**config.mk**
```make
export PLATFORM = sky130hd
export DESIGN_NAME = periph_state_ctl
export DESIGN_NICKNAME = d
export VERILOG_FILES = /design/src/rtl/psc_pkg.sv /design/src/rtl/psc_settle_timer.sv /design/src/rtl/psc_state_core.sv /design/src/rtl/periph_state_ctl.sv
export SDC_FILE = /design/constraint.sdc
export NUM_CORES = 1
export LEC_CHECK = 0
export ABC_AREA = 1
export BUFFER_PORTS_ARGS = -buffer_cell sky130_fd_sc_hd__buf_2
export CAP_MARGIN = 20
export CELL_PAD_IN_SITES_DETAIL_PLACEMENT = 0
export CELL_PAD_IN_SITES_GLOBAL_PLACEMENT = 1
export CORE_MARGIN = 5
export CORE_UTILIZATION = 32
export CTS_CLUSTER_SIZE = 12
export DETAILED_ROUTE_END_ITERATION = 8
export GPL_TIMING_DRIVEN = 0
export PLACE_DENSITY_LB_ADDON = 0.1
export SETUP_SLACK_MARGIN = 0.4
export SYNTH_ARGS = -nofsm -noshare
export SYNTH_HDL_FRONTEND = slang
export SYNTH_SLANG_ARGS = --single-unit
```
**constraint.sdc**
```tcl
create_clock -name clk -period 2.61 [get_ports clk]
set_input_delay 0.6525 -clock clk [delete_from_list [all_inputs] [get_ports clk]]
set_output_delay 0.6525 -clock clk [all_outputs]
set_load 0.01 [all_outputs]
```
**src/rtl/psc_pkg.sv**
```systemverilog
`timescale 1ns/1ps
// Shared types for the run-state controller: the two-bit operating codes
// and the read-back bit positions that software decodes.
package psc_pkg;
    typedef enum logic [1:0] {
        OP_RESET = 2'd0,
        OP_RUN   = 2'd1,
        OP_CLEAR = 2'd2,
        OP_PAUSE = 2'd3
    } op_code_t;

    localparam int CODE_W      = 2;
    localparam int VALID_BIT   = 2;
    localparam int ILLEGAL_BIT = 3;
endpackage

```
**src/rtl/psc_settle_timer.sv**
```systemverilog
`timescale 1ns/1ps
// Settling timer: a load starts a down-count of SETTLE cycles; settled is
// high whenever the count is zero. Assumes SETTLE >= 1.
module psc_settle_timer #(
    parameter int SETTLE = 4
) (
    input  logic clk,
    input  logic rst_n,
    input  logic load,
    output logic settled
);
    localparam int CNT_W = $clog2(SETTLE + 1);

    logic [CNT_W-1:0] cnt_q;

    // Reload on a transition, otherwise count down to zero.
    always_ff @(posedge clk) begin
        if (!rst_n)
            cnt_q <= '0;
        else if (load)
            cnt_q <= CNT_W'(SETTLE);
        else if (cnt_q != '0)
            cnt_q <= cnt_q - 1'b1;
    end

    assign settled = (cnt_q == '0);

    AST_SETTLE_DROPS: assert property (@(posedge clk) disable iff (!rst_n)
        load |=> !settled);
    AST_SETTLE_BOUND: assert property (@(posedge clk) disable iff (!rst_n)
        cnt_q <= CNT_W'(SETTLE));
endmodule

```
**src/rtl/psc_state_core.sv**
```systemverilog
`timescale 1ns/1ps
// State core: decides the next operating state from an accepted request,
// including the two-write exit from PAUSE, and registers the clear pulse.
// Assumes req_valid is only raised for requests the caller has accepted.
module psc_state_core
    import psc_pkg::*;
(
    input  logic     clk,
    input  logic     rst_n,
    input  logic     req_valid,
    input  op_code_t req_code,
    input  logic     force_reset,
    output op_code_t state,
    output logic     clr_pulse
);
    op_code_t state_q, state_d;
    logic     arm_q, arm_d;
    logic     enter_reset;

    // Next-state decode; arm records a first clear write made in PAUSE.
    always_comb begin
        state_d     = state_q;
        arm_d       = arm_q;
        enter_reset = 1'b0;
        if (force_reset) begin
            state_d     = OP_RESET;
            arm_d       = 1'b0;
            enter_reset = 1'b1;
        end else if (req_valid) begin
            arm_d = 1'b0;
            if (state_q == OP_PAUSE) begin
                case (req_code)
                    OP_RUN, OP_PAUSE: state_d = req_code;
                    OP_CLEAR: begin
                        if (arm_q) begin
                            state_d     = OP_RESET;
                            enter_reset = 1'b1;
                        end else begin
                            arm_d = 1'b1;
                        end
                    end
                    default: ;
                endcase
            end else if (req_code != OP_CLEAR) begin
                state_d     = req_code;
                enter_reset = (req_code == OP_RESET);
            end
        end
    end

    // State, arm and clear-pulse registers.
    always_ff @(posedge clk) begin
        if (!rst_n) begin
            state_q   <= OP_RESET;
            arm_q     <= 1'b0;
            clr_pulse <= 1'b0;
        end else begin
            state_q   <= state_d;
            arm_q     <= arm_d;
            clr_pulse <= enter_reset;
        end
    end

    assign state = state_q;

    AST_NO_CLEAR_STATE: assert property (@(posedge clk) disable iff (!rst_n)
        state_q != OP_CLEAR);
    AST_PAUSE_ONE_WRITE: assert property (@(posedge clk) disable iff (!rst_n)
        (state_q == OP_PAUSE && !arm_q && !force_reset) |=> state_q != OP_RESET);
    AST_ARM_ONLY_IN_PAUSE: assert property (@(posedge clk) disable iff (!rst_n)
        arm_q |-> state_q == OP_PAUSE);
endmodule

```
**src/rtl/periph_state_ctl.sv**
```systemverilog
`timescale 1ns/1ps
// Peripheral run-state controller top: register write decode, busy-write
// flag, read-back assembly and data path enables. Assumes one register
// write per cycle and DATA_W >= 4.
module periph_state_ctl
    import psc_pkg::*;
#(
    parameter int DATA_W = 8,
    parameter int SETTLE = 4
) (
    input  logic              clk,
    input  logic              rst_n,
    input  logic              wr_en,
    input  logic              wr_sel,
    input  logic [DATA_W-1:0] wr_data,
    output logic [DATA_W-1:0] rd_data,
    output logic              run_en,
    output logic              pause_en,
    output logic              fifo_clr
);
    logic     settled;
    logic     accept, busy_wr, soft_rst, load;
    logic     illegal_q;
    op_code_t state;
    logic     unused_hi;

    assign accept    = wr_en && !wr_sel && settled;
    assign busy_wr   = wr_en && !wr_sel && !settled;
    assign soft_rst  = wr_en && wr_sel && wr_data[0];
    assign load      = accept || soft_rst;
    assign unused_hi = ^wr_data[DATA_W-1:CODE_W];

    psc_settle_timer #(.SETTLE(SETTLE)) u_timer (
        .clk     (clk),
        .rst_n   (rst_n),
        .load    (load),
        .settled (settled)
    );

    psc_state_core u_core (
        .clk         (clk),
        .rst_n       (rst_n),
        .req_valid   (accept),
        .req_code    (op_code_t'(wr_data[CODE_W-1:0])),
        .force_reset (soft_rst),
        .state       (state),
        .clr_pulse   (fifo_clr)
    );

    // Sticky flag for state writes made before the core settled.
    always_ff @(posedge clk) begin
        if (!rst_n)
            illegal_q <= 1'b0;
        else if (soft_rst)
            illegal_q <= 1'b0;
        else if (busy_wr)
            illegal_q <= 1'b1;
    end

    // Read-back word: state code, settled flag, busy-write flag.
    always_comb begin
        rd_data                 = '0;
        rd_data[CODE_W-1:0]     = state;
        rd_data[VALID_BIT]      = settled;
        rd_data[ILLEGAL_BIT]    = illegal_q;
    end

    assign run_en   = settled && (state == OP_RUN);
    assign pause_en = settled && (state == OP_PAUSE);

    AST_EN_EXCLUSIVE: assert property (@(posedge clk) disable iff (!rst_n)
        $onehot0({run_en, pause_en}));
    AST_BUSY_IGNORED: assert property (@(posedge clk) disable iff (!rst_n)
        busy_wr |=> $stable(state));
    AST_ILLEGAL_STICKY: assert property (@(posedge clk) disable iff (!rst_n)
        (illegal_q && !soft_rst) |=> illegal_q);
    AST_SOFT_RESET: assert property (@(posedge clk) disable iff (!rst_n)
        soft_rst |=> (state == OP_RESET) && !settled && !illegal_q);
    AST_CLR_IN_RESET: assert property (@(posedge clk) disable iff (!rst_n)
        fifo_clr |-> state == OP_RESET);
endmodule

```
==> summary.md, run 1 <==
| Metric | Value |
|---|---|
| Post-Syn Area | 512 um2 |
| DR WL/cell | a little over 9 um |
| Prevailing post-synth register cell | dfxtp_1 |
| Hold depth | 1 |
| Cell taking the most area after synthesis | dfxtp_1 |
| Core ar. | 1510 um2 |
| CP Launch Type | flop |
| Layout fillers | 174 |
| Max Cap Viol | 0 |
| Share of cells above drive strength 1 | 0.307 |
| CTS tree | yes |
| EDFF count, synth | 0 |
| GRT Overall Usage | 0.0892 |
| Maximum vdd ir drop | 0.532 mV |
| Met2 GRT Util | 0.123 |
| Post-detail-place hpwl | 811 um |
| Synthesized area per cell | 7.31 um2 |
| Initial Util | 0.340 |
| Nature of the critical path endpoint | primary output |
| Area post-placement | between 600 and 700 um2 |
| Worst-path maximum fanout | 7 |
| Port bufs | 12 |
| Largest net degree at the start of global routing | 9 |
| Grt total ovfl | 0 |
| Post-DR vias/cell | between 4 and 5 |
| Die area | 2500 um2 |
| Clock root buffer | clkbuf_4 |
| Cell area power density | 824 nW/um2 |
| Design Power | just over 500 uW |
| Leakage | 0.329 nW |
| Top cells by count, synth | nand2_1, inv_1, dfxtp_1, nor2_1, buf_4 |
| Final Net Count | around 110 |
| Synth top area share | 0.313 |
| Synth-to-layout area growth | 22.5% |
| DRC Markers | 0 |
| Setup CP Type | reg -> out |
| Synth Instances | 70 |
| Worst Hold End | illegal_q$_SDFFE_PP0P_ |
| Antenna diodes | 0 |
| Die H | roughly 50 um |
| Most crowded layer after global routing | met2 |
| Final Skew | 1.74 ps |
| #FFs+latches synth | 8 |
| Final Hold Fails | 0 |
| Num Clock Sinks | 8 |
| Core Rows | 14 |
| Cts hold-fix bufs | 0 |
| Vias | 445 |
| Worst R2R Setup Slack | 1160 ps |
| GRT met1 Usage | 0.108 |
| DRT Pass-1 Iters | 2 |
| CP Data Required Time | 1960 ps |
| Reg-to-Reg Start | u_timer.cnt_q[0]$_SDFFE_PP0P_ |
| Tcrit/Tclk final | 0.801 |
| Number of global-route vias before repair | 416 |
| Peak Freq | 479 MHz |
| Status | complete, no violations |
| Crit path time final | about 2100 ps |
| Hold Startpoint | illegal_q$_SDFFE_PP0P_ |
| Io pins | 23 |
| WP data arrival | 1440 ps |
| Postcts setup bufs | 0 |
| Die width | 50.0 um |
| Final cell area excluding filler cells | 627 um2 |
| GRT met3 Usage | 0.0723 |
| Initial antenna violation count | 0 |
| Pins Over Slew Limit | 0 |
| R2R cell count | 9 |
| Placer Congestion | 0.735 |
| Reg2reg end | u_core.state[1]$_SDFFE_PP0P_ |
| Yosys warns | 0 |
| Most numerous cell in the Yosys netlist | nand2_1 |
| Distinct cells, synth | 20 |
| Asr flop ratio synth | 0 |
| Setup TNS | 0 ps |
| RSZ-0062 raised after global routing | no |
| Clk slew on worst S/H paths | 50 ps |
| Synth top area cells | dfxtp_1, buf_4, nand2_1, ha_1, inv_1 |
| Routed Antenna Nets | 0 |
| Total CTS buffers | 3 |
| Final setup violation count | 0 |
| Starting DRT DRC Count | 1 |
| Seq/Total Area, Yosys | 0.313 |
| CTS max path bufs | 2 |
| Clock Latency Late Sink | 250 ps |
| First-pass GRT wire length | 1710 um |
| Hold WC Path Type | reg -> reg |
| H-tree Lvls | 1 |
| Drt total wl | 964 um |
[power by group]
part           switching [mW]  internal (mW)  leakage (nW)  total, mW
Clock                  0.0406         0.0525        0.0138     0.0932
Sequential             0.0155          0.147        0.0657      0.163
Combinational           0.141          0.119         0.249      0.261
[worst max-delay path, stage by stage, from the launching register on]
cell and delay [ps]:
dfxtp_2 330, inv_1 40, ha_1 210, ha_1 210, buf_6 150, inv_6 70, nor2_1 50, buf_2 140
[final cells by class]
class	instances	area, um2	share of cell area
clock buffers	3	22.5	0.0359
plain buffers	7	56.3	0.0898
multi-input cells	47	260	0.415
repair buffers	12	60.1	0.0958
well taps	16	20.0	0.0319
inverters	11	46.3	0.0739
flip-flops and latches	8	161	0.257
[state kept, by name, indices dropped and copies added, names as in the netlist]
signal,flops
u_timer.cnt_q,3
u_core.state,2
illegal_q,1
u_core.arm_q,1
u_core.clr_pulse,1
[per-layer routing]
metal / vias to the layer above / wire length, um
li1: 247 / -
met1: 186 / 472
met2: 12 / 412
met3: 0 / 79
met4: 0 / 0
met5: - / 0
[cell families after synthesis]
family / Yosys count / share of synthesized area
XOR/XNOR: 1 / 0.0171
adder cells (fa/ha/maj): 3 / 0.0734
flip-flops: 8 / 0.313
AO/OA/AOI/OAI: 8 / 0.0905
other: 1 / 0.00733
AND/OR/NAND/NOR: 31 / 0.298
buffers and inverters: 18 / 0.200
[through the flow]
step,hold WS (ps),utilization,setup WS (ps),cells
4_1_cts,468,0.415,471,104
2_1_floorplan,442,-,939,73
6_report,463,0.416,520,104
3_5_place_dp,455,0.400,761,101
5_1_grt,510,0.416,405,104
3_3_place_gp,451,0.400,761,101
[worst max path at each step]
stage | slack [ps] | end | from
floorplan | 940 | pause_en | u_timer.cnt_q[0]$_SDFFE_PP0P_
detailed placement | 760 | pause_en | u_timer.cnt_q[0]$_SDFFE_PP0P_
finish | 520 | pause_en | u_timer.cnt_q[0]$_SDFFE_PP0P_
CTS | 470 | pause_en | u_timer.cnt_q[0]$_SDFFE_PP0P_
global route | 410 | pause_en | u_timer.cnt_q[0]$_SDFFE_PP0P_
global placement | 760 | pause_en | u_timer.cnt_q[0]$_SDFFE_PP0P_
[layout by cell type (no fill, tap or decap), drive strengths merged]
cell     n
buf     19
nand2   12
inv     11
nor2    10
dfxtp    8
nand3    6
a21oi    4
conb     4
ha       3
clkbuf   3
o21ai    2
nor3     2
xor2     1
nor2b    1
o21a     1
a41oi    1
[what timing repair did]
| action | CTS | global route |
|---|---|---|
| setup endpoints to repair | 0 | 1 |
| gates resized for setup | 0 | 1 |
| hold endpoints to repair | 0 | 0 |
No activity file was read; power rests on OpenSTA's default activity.
==> run 2: changes to the inputs <==
--- a/config.mk
+++ b/config.mk
@@ -11,7 +11,7 @@
 export CELL_PAD_IN_SITES_DETAIL_PLACEMENT = 0
 export CELL_PAD_IN_SITES_GLOBAL_PLACEMENT = 1
 export CORE_MARGIN = 5
-export CORE_UTILIZATION = 32
+export CORE_UTILIZATION = 30
 export CTS_CLUSTER_SIZE = 12
 export DETAILED_ROUTE_END_ITERATION = 8
 export GPL_TIMING_DRIVEN = 0
==> constraint.sdc (replaced) <==
create_clock -name clk -period 2.15 [get_ports clk]
set_input_delay 0.5375 -clock clk [delete_from_list [all_inputs] [get_ports clk]]
set_output_delay 0.5375 -clock clk [all_outputs]
set_load 0.01 [all_outputs]
==> run 2 against run 1 <==
  * Power is 52% higher
  * Non-clock buffer count rose by 4
  * Count of clock-buffer cells in the layout is the same
  * First-iteration DRC count grew to 5.0 times the previous value
  * Clock power is 26% higher
  * Via count is 6.5% higher
  * Hold slack better by 0.87 ps
  * Core utilization is 0.86 points higher
  * Largest cell class unchanged
==> summary.md, run 2 (same netlist as run 1, synthesis figures left out) <==
| Metric | Value |
|---|---|
| Sw Share | 0.381 (-0.00110) |
| Antenna diodes | 0 (unchanged) |
| DRC Markers | 0 (unchanged) |
| Leakage | 0.353 nW (+7.3%) |
| Synth-to-layout area growth | 38.6% |
| H-tree Lvls | 1 (unchanged) |
| Tcrit/Tclk final | 0.846 |
| Clk slew on worst S/H paths | 60 ps (about the same) |
| CP Launch Type | flop |
| Port bufs | 12 (unchanged) |
| Reg with most FFs | u_timer.cnt_q |
| Total CTS buffers | 3 (unchanged) |
| Vias | 474 (+6.5%) |
| Setup CP Type | reg -> out |
| Core Rows | 15 (+1) |
| Number of global-route vias before repair | 467 (+12%) |
| Switching Power | 299 uW (+52%) |
| Initial Util | 0.306 (-0.0333) |
| Peak Freq | 550 MHz |
| Die width | 51.3 um (+2.6%) |
| CP delay by family, top | flip-flops |
| GRT Overall Usage | 0.106 (+0.0171) |
| CP Cell Sequence | inv_2 -> ha_4 -> ha_4 -> buf_6 -> nand2_2 -> nor2_2 -> buf_2 |
| CTS max path bufs | 2 (unchanged) |
| Starting DRT DRC Count | 5 (+4) |
| Core ar. | 1670 um2 (+11%) |
| Final Hold Fails | 0 (unchanged) |
| Final Skew | 1.08 ps (-0.658 ps) |
| Worst path most repeated cell | ha_4 |
| Share of cells above drive strength 1 | 0.424 (+0.117) |
| CTS tree | yes |
| Num Clock Sinks | 8 (unchanged) |
| Nature of the critical path endpoint | primary output |
| Layout fillers | 184 (+5.7%) |
| Drt total wl | 1110 um (+16%) |
| Final hold slack | 464 ps (+0.867 ps) |
| Worst R2R Setup Slack | 640 ps (-520 ps) |
| Worst Path Buf+Inv | 3 (-1) |
| Most common cell after layout, fill and taps aside | nand2_1 |
| Cell area power density | 1110 nW/um2 (+35%) |
| Largest net degree at the start of global routing | 9 (unchanged) |
| Int Power | 487 uW (+53%) |
| Design Power | 787 uW (+52%) |
| CP Data Required Time | 1610 ps (-350 ps) |
| Pins Over Slew Limit | 0 (unchanged) |
| Post-DR vias/cell | 4.35 (+1.6%) |
| Most frequent cells in the layout | nand2_1, buf_4, buf_2 |
| Io pins | 23 (unchanged) |
| Area of the multi-input gates | 298 um2 (+14%) |
| Max Cap Viol | 0 (unchanged) |
| Routed Antenna Nets | 0 (unchanged) |
| Setup TNS | 0 ps (unchanged) |
| Post-detail-place hpwl | 846 um (+4.3%) |
| Crit path time final | roughly 1800 ps |
| RSZ-0062 raised after global routing | yes |
| Clock share of power | 0.149 (-0.031) |
| Slowest stage delay, CP | 330 ps (about the same) |
| Final setup violation count | 0 (unchanged) |
| Register Area | 163 um2 (+0.78%) |
| Clock root buffer | clkbuf_4 |
| First-pass GRT wire length | 1970 um (+15%) |
| Cts hold-fix bufs | 0 (unchanged) |
| Slowest-stage cell, CP | dfxtp_2 |
| Final Net Count | 109 (+3.8%) |
| Fin util | 0.425 (+0.00861) |
| Clock Latency Late Sink | 250 ps (about the same) |
| Initial antenna violation count | 0 (unchanged) |
| WP data arrival | 1280 ps (-160 ps) |
| Die area | 2630 um2 (+5.3%) |
| Reg power frac | 0.257 (-0.058) |
| Placer Congestion | 0.682 (-7.3%) |
| DRT Pass-1 Iters | 4 (+2) |
| DR WL/cell | 10.2 um (+10%) |
| Status | complete, no violations |
| Hold WC Path Type | reg -> reg |
| Maximum vdd ir drop | 0.472 mV (-11%) |
| Combinational share of power | 0.594 (+0.090) |
| Max reg flops | 3 (unchanged) |
| Grt total ovfl | 0 (unchanged) |
| Die H | 51.3 um (+2.6%) |
| Worst-path maximum fanout | 4 (-3) |
-- run 2: changes by cell type in the layout (fill, tap and decap cells not counted), moves of 2 or more --
| cell | delta |
|---|---|
| ha_1 | -2 |
| buf_4 | +4 |
| ha_4 | +2 |
| buf_6 | +2 |
| inv_1 | -2 |
| buf_2 | -2 |
| nor2_1 | -2 |
| inv_2 | +2 |
-- run 2: final cells by class --
cell class                 instances  area share
tap                               17      0.0300
sequential                         8       0.229
timing repair buffer              16       0.145
inverter                          11      0.0653
multi-input combinational         47       0.420
buffer                             7      0.0794
clock buffer                       3      0.0317
-- run 2: worst paths after layout --
check	startpoint	to	cells past startpoint
hold / removal	illegal_q$_SDFFE_PP0P_	illegal_q$_SDFFE_PP0P_	1
hold reg to reg	illegal_q$_SDFFE_PP0P_	illegal_q$_SDFFE_PP0P_	1
setup / recovery	u_timer.cnt_q[0]$_SDFFE_PP0P_	run_en	7
setup reg to reg	u_timer.cnt_q[1]$_SDFFE_PP0P_	u_core.state[1]$_SDFFE_PP0P_	10
-- run 2: routing by layer --
metal,vias to the layer above,part of all wire,GRT usage
li1,253,-,-
met1,206,0.42,0.106
met2,13,0.48,0.163
met3,2,0.095,0.0700
met4,0,0.0090,0.0655
met5,-,0,0
-- run 2: metrics by stage --
stage	cells	area [um2]	setup slack, ps
final	109	709	331
after global routing	109	709	238
after CTS	109	689	321
after detailed placement	102	604	424
after global placement	102	604	432
after floorplan	73	523	594
-- run 2: what timing repair did --
item / 4_1_cts / 5_1_grt
gates resized for setup: 10 / 4
pin swaps: 2 / 1
endpoints found under the setup margin: 3 / 3
buffers inserted: 4 / 0
cloned: 0 / 0
-- run 2: power groups by stage --
stage               logic (mW)  clock network (mW)  registers [mW]
CTS                      0.444               0.124           0.202
global route             0.520               0.137           0.206
detailed placement       0.327                   0           0.200
finish                   0.467               0.117           0.202
global placement         0.323                   0           0.200
floorplan                0.257                   0           0.199
==> run 3: changes to the inputs <==
==> constraint.sdc (replaced) <==
create_clock -name clk -period 1.75 [get_ports clk]
set_input_delay 0.4375 -clock clk [delete_from_list [all_inputs] [get_ports clk]]
set_output_delay 0.4375 -clock clk [all_outputs]
set_load 0.01 [all_outputs]
==> run 3 against run 2 <==
  * Hold slack worse by 12 ps
  * Highest routed layer unchanged
  * Design area up 18%
  * Core utilization up 7.7 points
  * Die area unchanged
  * Critical path depth unchanged
  * Largest cell class unchanged
  * Combinational power up 78%
==> summary.md, run 3 (same netlist as run 1, synthesis figures left out) <==
| Metric | Value |
|---|---|
| Post-detail-place hpwl | 827 um (-2.2%) |
| DP Cell Count | 102 (unchanged) |
| Reg power frac | 0.205 (-0.052) |
| Clock share of power | 0.119 (-0.030) |
| H-tree Lvls | 1 (unchanged) |
| CP Data Required Time | 1310 ps (-300 ps) |
| Pins Over Slew Limit | 0 (unchanged) |
| Antenna diodes | 0 (unchanged) |
| Die width | 51.3 um (unchanged) |
| Share of cells above drive strength 1 | 0.583 (+0.159) |
| Routed Antenna Nets | 0 (unchanged) |
| Largest net degree at the start of global routing | 9 (unchanged) |
| CTS tree | yes |
| Total CTS buffers | 3 (unchanged) |
| First-pass GRT wire length | 2020 um (+2.8%) |
| Final setup violation count | 0 (unchanged) |
| Initial Util | 0.306 (unchanged) |
| Post-DR vias/cell | 4.33 (-0.49%) |
| Setup CP Type | reg -> out |
| Die area | 2630 um2 (unchanged) |
| Worst path most repeated cell | ha_4 |
| Maximum vdd ir drop | 0.801 mV (+70%) |
| Die H | 51.3 um (unchanged) |
| Max reg flops | 3 (unchanged) |
| Starting DRT DRC Count | 8 (+3) |
| Combinational share of power | 0.676 (+0.082) |
| Clock Latency Late Sink | 250 ps (about the same) |
| Nature of the critical path endpoint | primary output |
| Synth-to-layout area growth | 63.8% |
| Grt total ovfl | 0 (unchanged) |
| Number of global-route vias before repair | 480 (+2.8%) |
| WP data arrival | 1270 ps (about the same) |
| Slowest-stage cell, CP | dfxtp_2 |
| Non-filler cells, final | 113 (+3.7%) |
| Max Cap Viol | 0 (unchanged) |
| RSZ-0062 raised after global routing | yes |
| Num Clock Sinks | 8 (unchanged) |
| Core Rows | 15 (unchanged) |
| Worst-path maximum fanout | 3 (-1) |
| Hold WC Path Type | reg -> reg |
| Clk slew on worst S/H paths | 60 ps (about the same) |
| GRT Overall Usage | 0.108 (+0.00143) |
| CP Cell Sequence | inv_2 -> ha_4 -> ha_4 -> buf_8 -> nand2_4 -> nor2_4 -> buf_6 |
| Cts hold-fix bufs | 0 (unchanged) |
| CP Launch Type | flop |
| CTS max path bufs | 2 (unchanged) |
| Core ar. | 1670 um2 (unchanged) |
| Io pins | 23 (unchanged) |
| Final Net Count | 113 (+3.7%) |
| Most frequent cells in the layout | buf_4, nand2_1, buf_2 |
| Peak Freq | 586 MHz |
| Final Skew | 3.88 ps (+2.80 ps) |
| Most common cell after layout, fill and taps aside | buf_4 |
| DRC Markers | 0 (unchanged) |
| Crit path time final | 1710 ps |
| Drt total wl | 1180 um (+6.0%) |
| Slowest stage delay, CP | 330 ps (about the same) |
| Switching Power | 474 uW (+58%) |
| DR WL/cell | 10.5 um (+2.3%) |
| Int Power | 751 uW (+54%) |
| Sw Share | 0.387 (+0.00609) |
| Fin util | 0.502 (+0.0772) |
| Port bufs | 12 (unchanged) |
| Reg with most FFs | u_timer.cnt_q |
| Final Hold Fails | 0 (unchanged) |
| Initial antenna violation count | 0 (unchanged) |
| Tcrit/Tclk final | 0.976 |
| Cell area power density | 1460 nW/um2 (+32%) |
| Status | complete, no violations |
| DRT Pass-1 Iters | 2 (-2) |
| Clock root buffer | clkbuf_4 |
| Leakage | 0.394 nW (+12%) |
| Placer Congestion | 0.688 (+0.91%) |
| Vias | 489 (+3.2%) |
| Design Power | 1.22 mW (+56%) |
[run 3: cell count changes in the layout (fill, tap and decap cells not counted), sizes merged]
cell / previous run / this run
buf: 23 / 27
[run 3: critical path, delay by kind of cell (launching register included)]
| family | cells | cell delay [ps] |
|---|---|---|
| adders and majority gates | 2 | 320 |
| DFF | 1 | 330 |
| buffers and inverters | 3 | 280 |
| and+or+nand+nor | 2 | 90 |
[run 3: path summary, 6_finish.rpt]
path | start | to | slack (ps) | cells after the start
worst min-delay path | illegal_q$_SDFFE_PP0P_ | illegal_q$_SDFFE_PP0P_ | 450 | 1
worst min register to register | illegal_q$_SDFFE_PP0P_ | illegal_q$_SDFFE_PP0P_ | 450 | 1
worst max register to register | u_timer.cnt_q[0]$_SDFFE_PP0P_ | u_core.state[1]$_SDFFE_PP0P_ | 180 | 11
worst max-delay path | u_timer.cnt_q[0]$_SDFFE_PP0P_ | run_en | 40 | 7
[run 3: cell type report]
type                    count  area [um2]
plain buffers               7        60.1
clock buffers               3        22.5
fillers                   171         832
inverters                  11        48.8
multi-input cells          47         372
flip-flops and latches      8         164
well taps                  17        21.3
repair buffers             20         150
[run 3: layer usage]
metal | track usage | wire length, um
met3 | 0.0321 | 80
met1 | 0.128 | 560
met4 | 0.0786 | 12
met5 | 0 | 0
met2 | 0.163 | 527
[run 3: power by group through the flow]
stage / logic (mW) / registers [mW] / clock network, mW
2_1_floorplan: 0.387 / 0.252 / 0
3_3_place_gp: 0.470 / 0.253 / 0
3_5_place_dp: 0.476 / 0.254 / 0
4_1_cts: 0.651 / 0.250 / 0.159
5_1_grt: 0.904 / 0.255 / 0.165
6_report: 0.829 / 0.251 / 0.146
[run 3: stage by stage]
step	cell area (um2)	worst slack (ps)	hold slack (ps)	setup TNS, ps
2_1_floorplan	572	392	442	0
3_3_place_gp	653	236	449	0
3_5_place_dp	653	224	457	0
4_1_cts	743	27.6	426	0
5_1_grt	838	-7.34	456	-7.34
6_report	838	42.4	452	0
[run 3: timing repair]
item                       CTS  global route
pin swaps                    8             8
buffers inserted             5             3
resized for setup            8            18
setup endpoints to repair    4            12
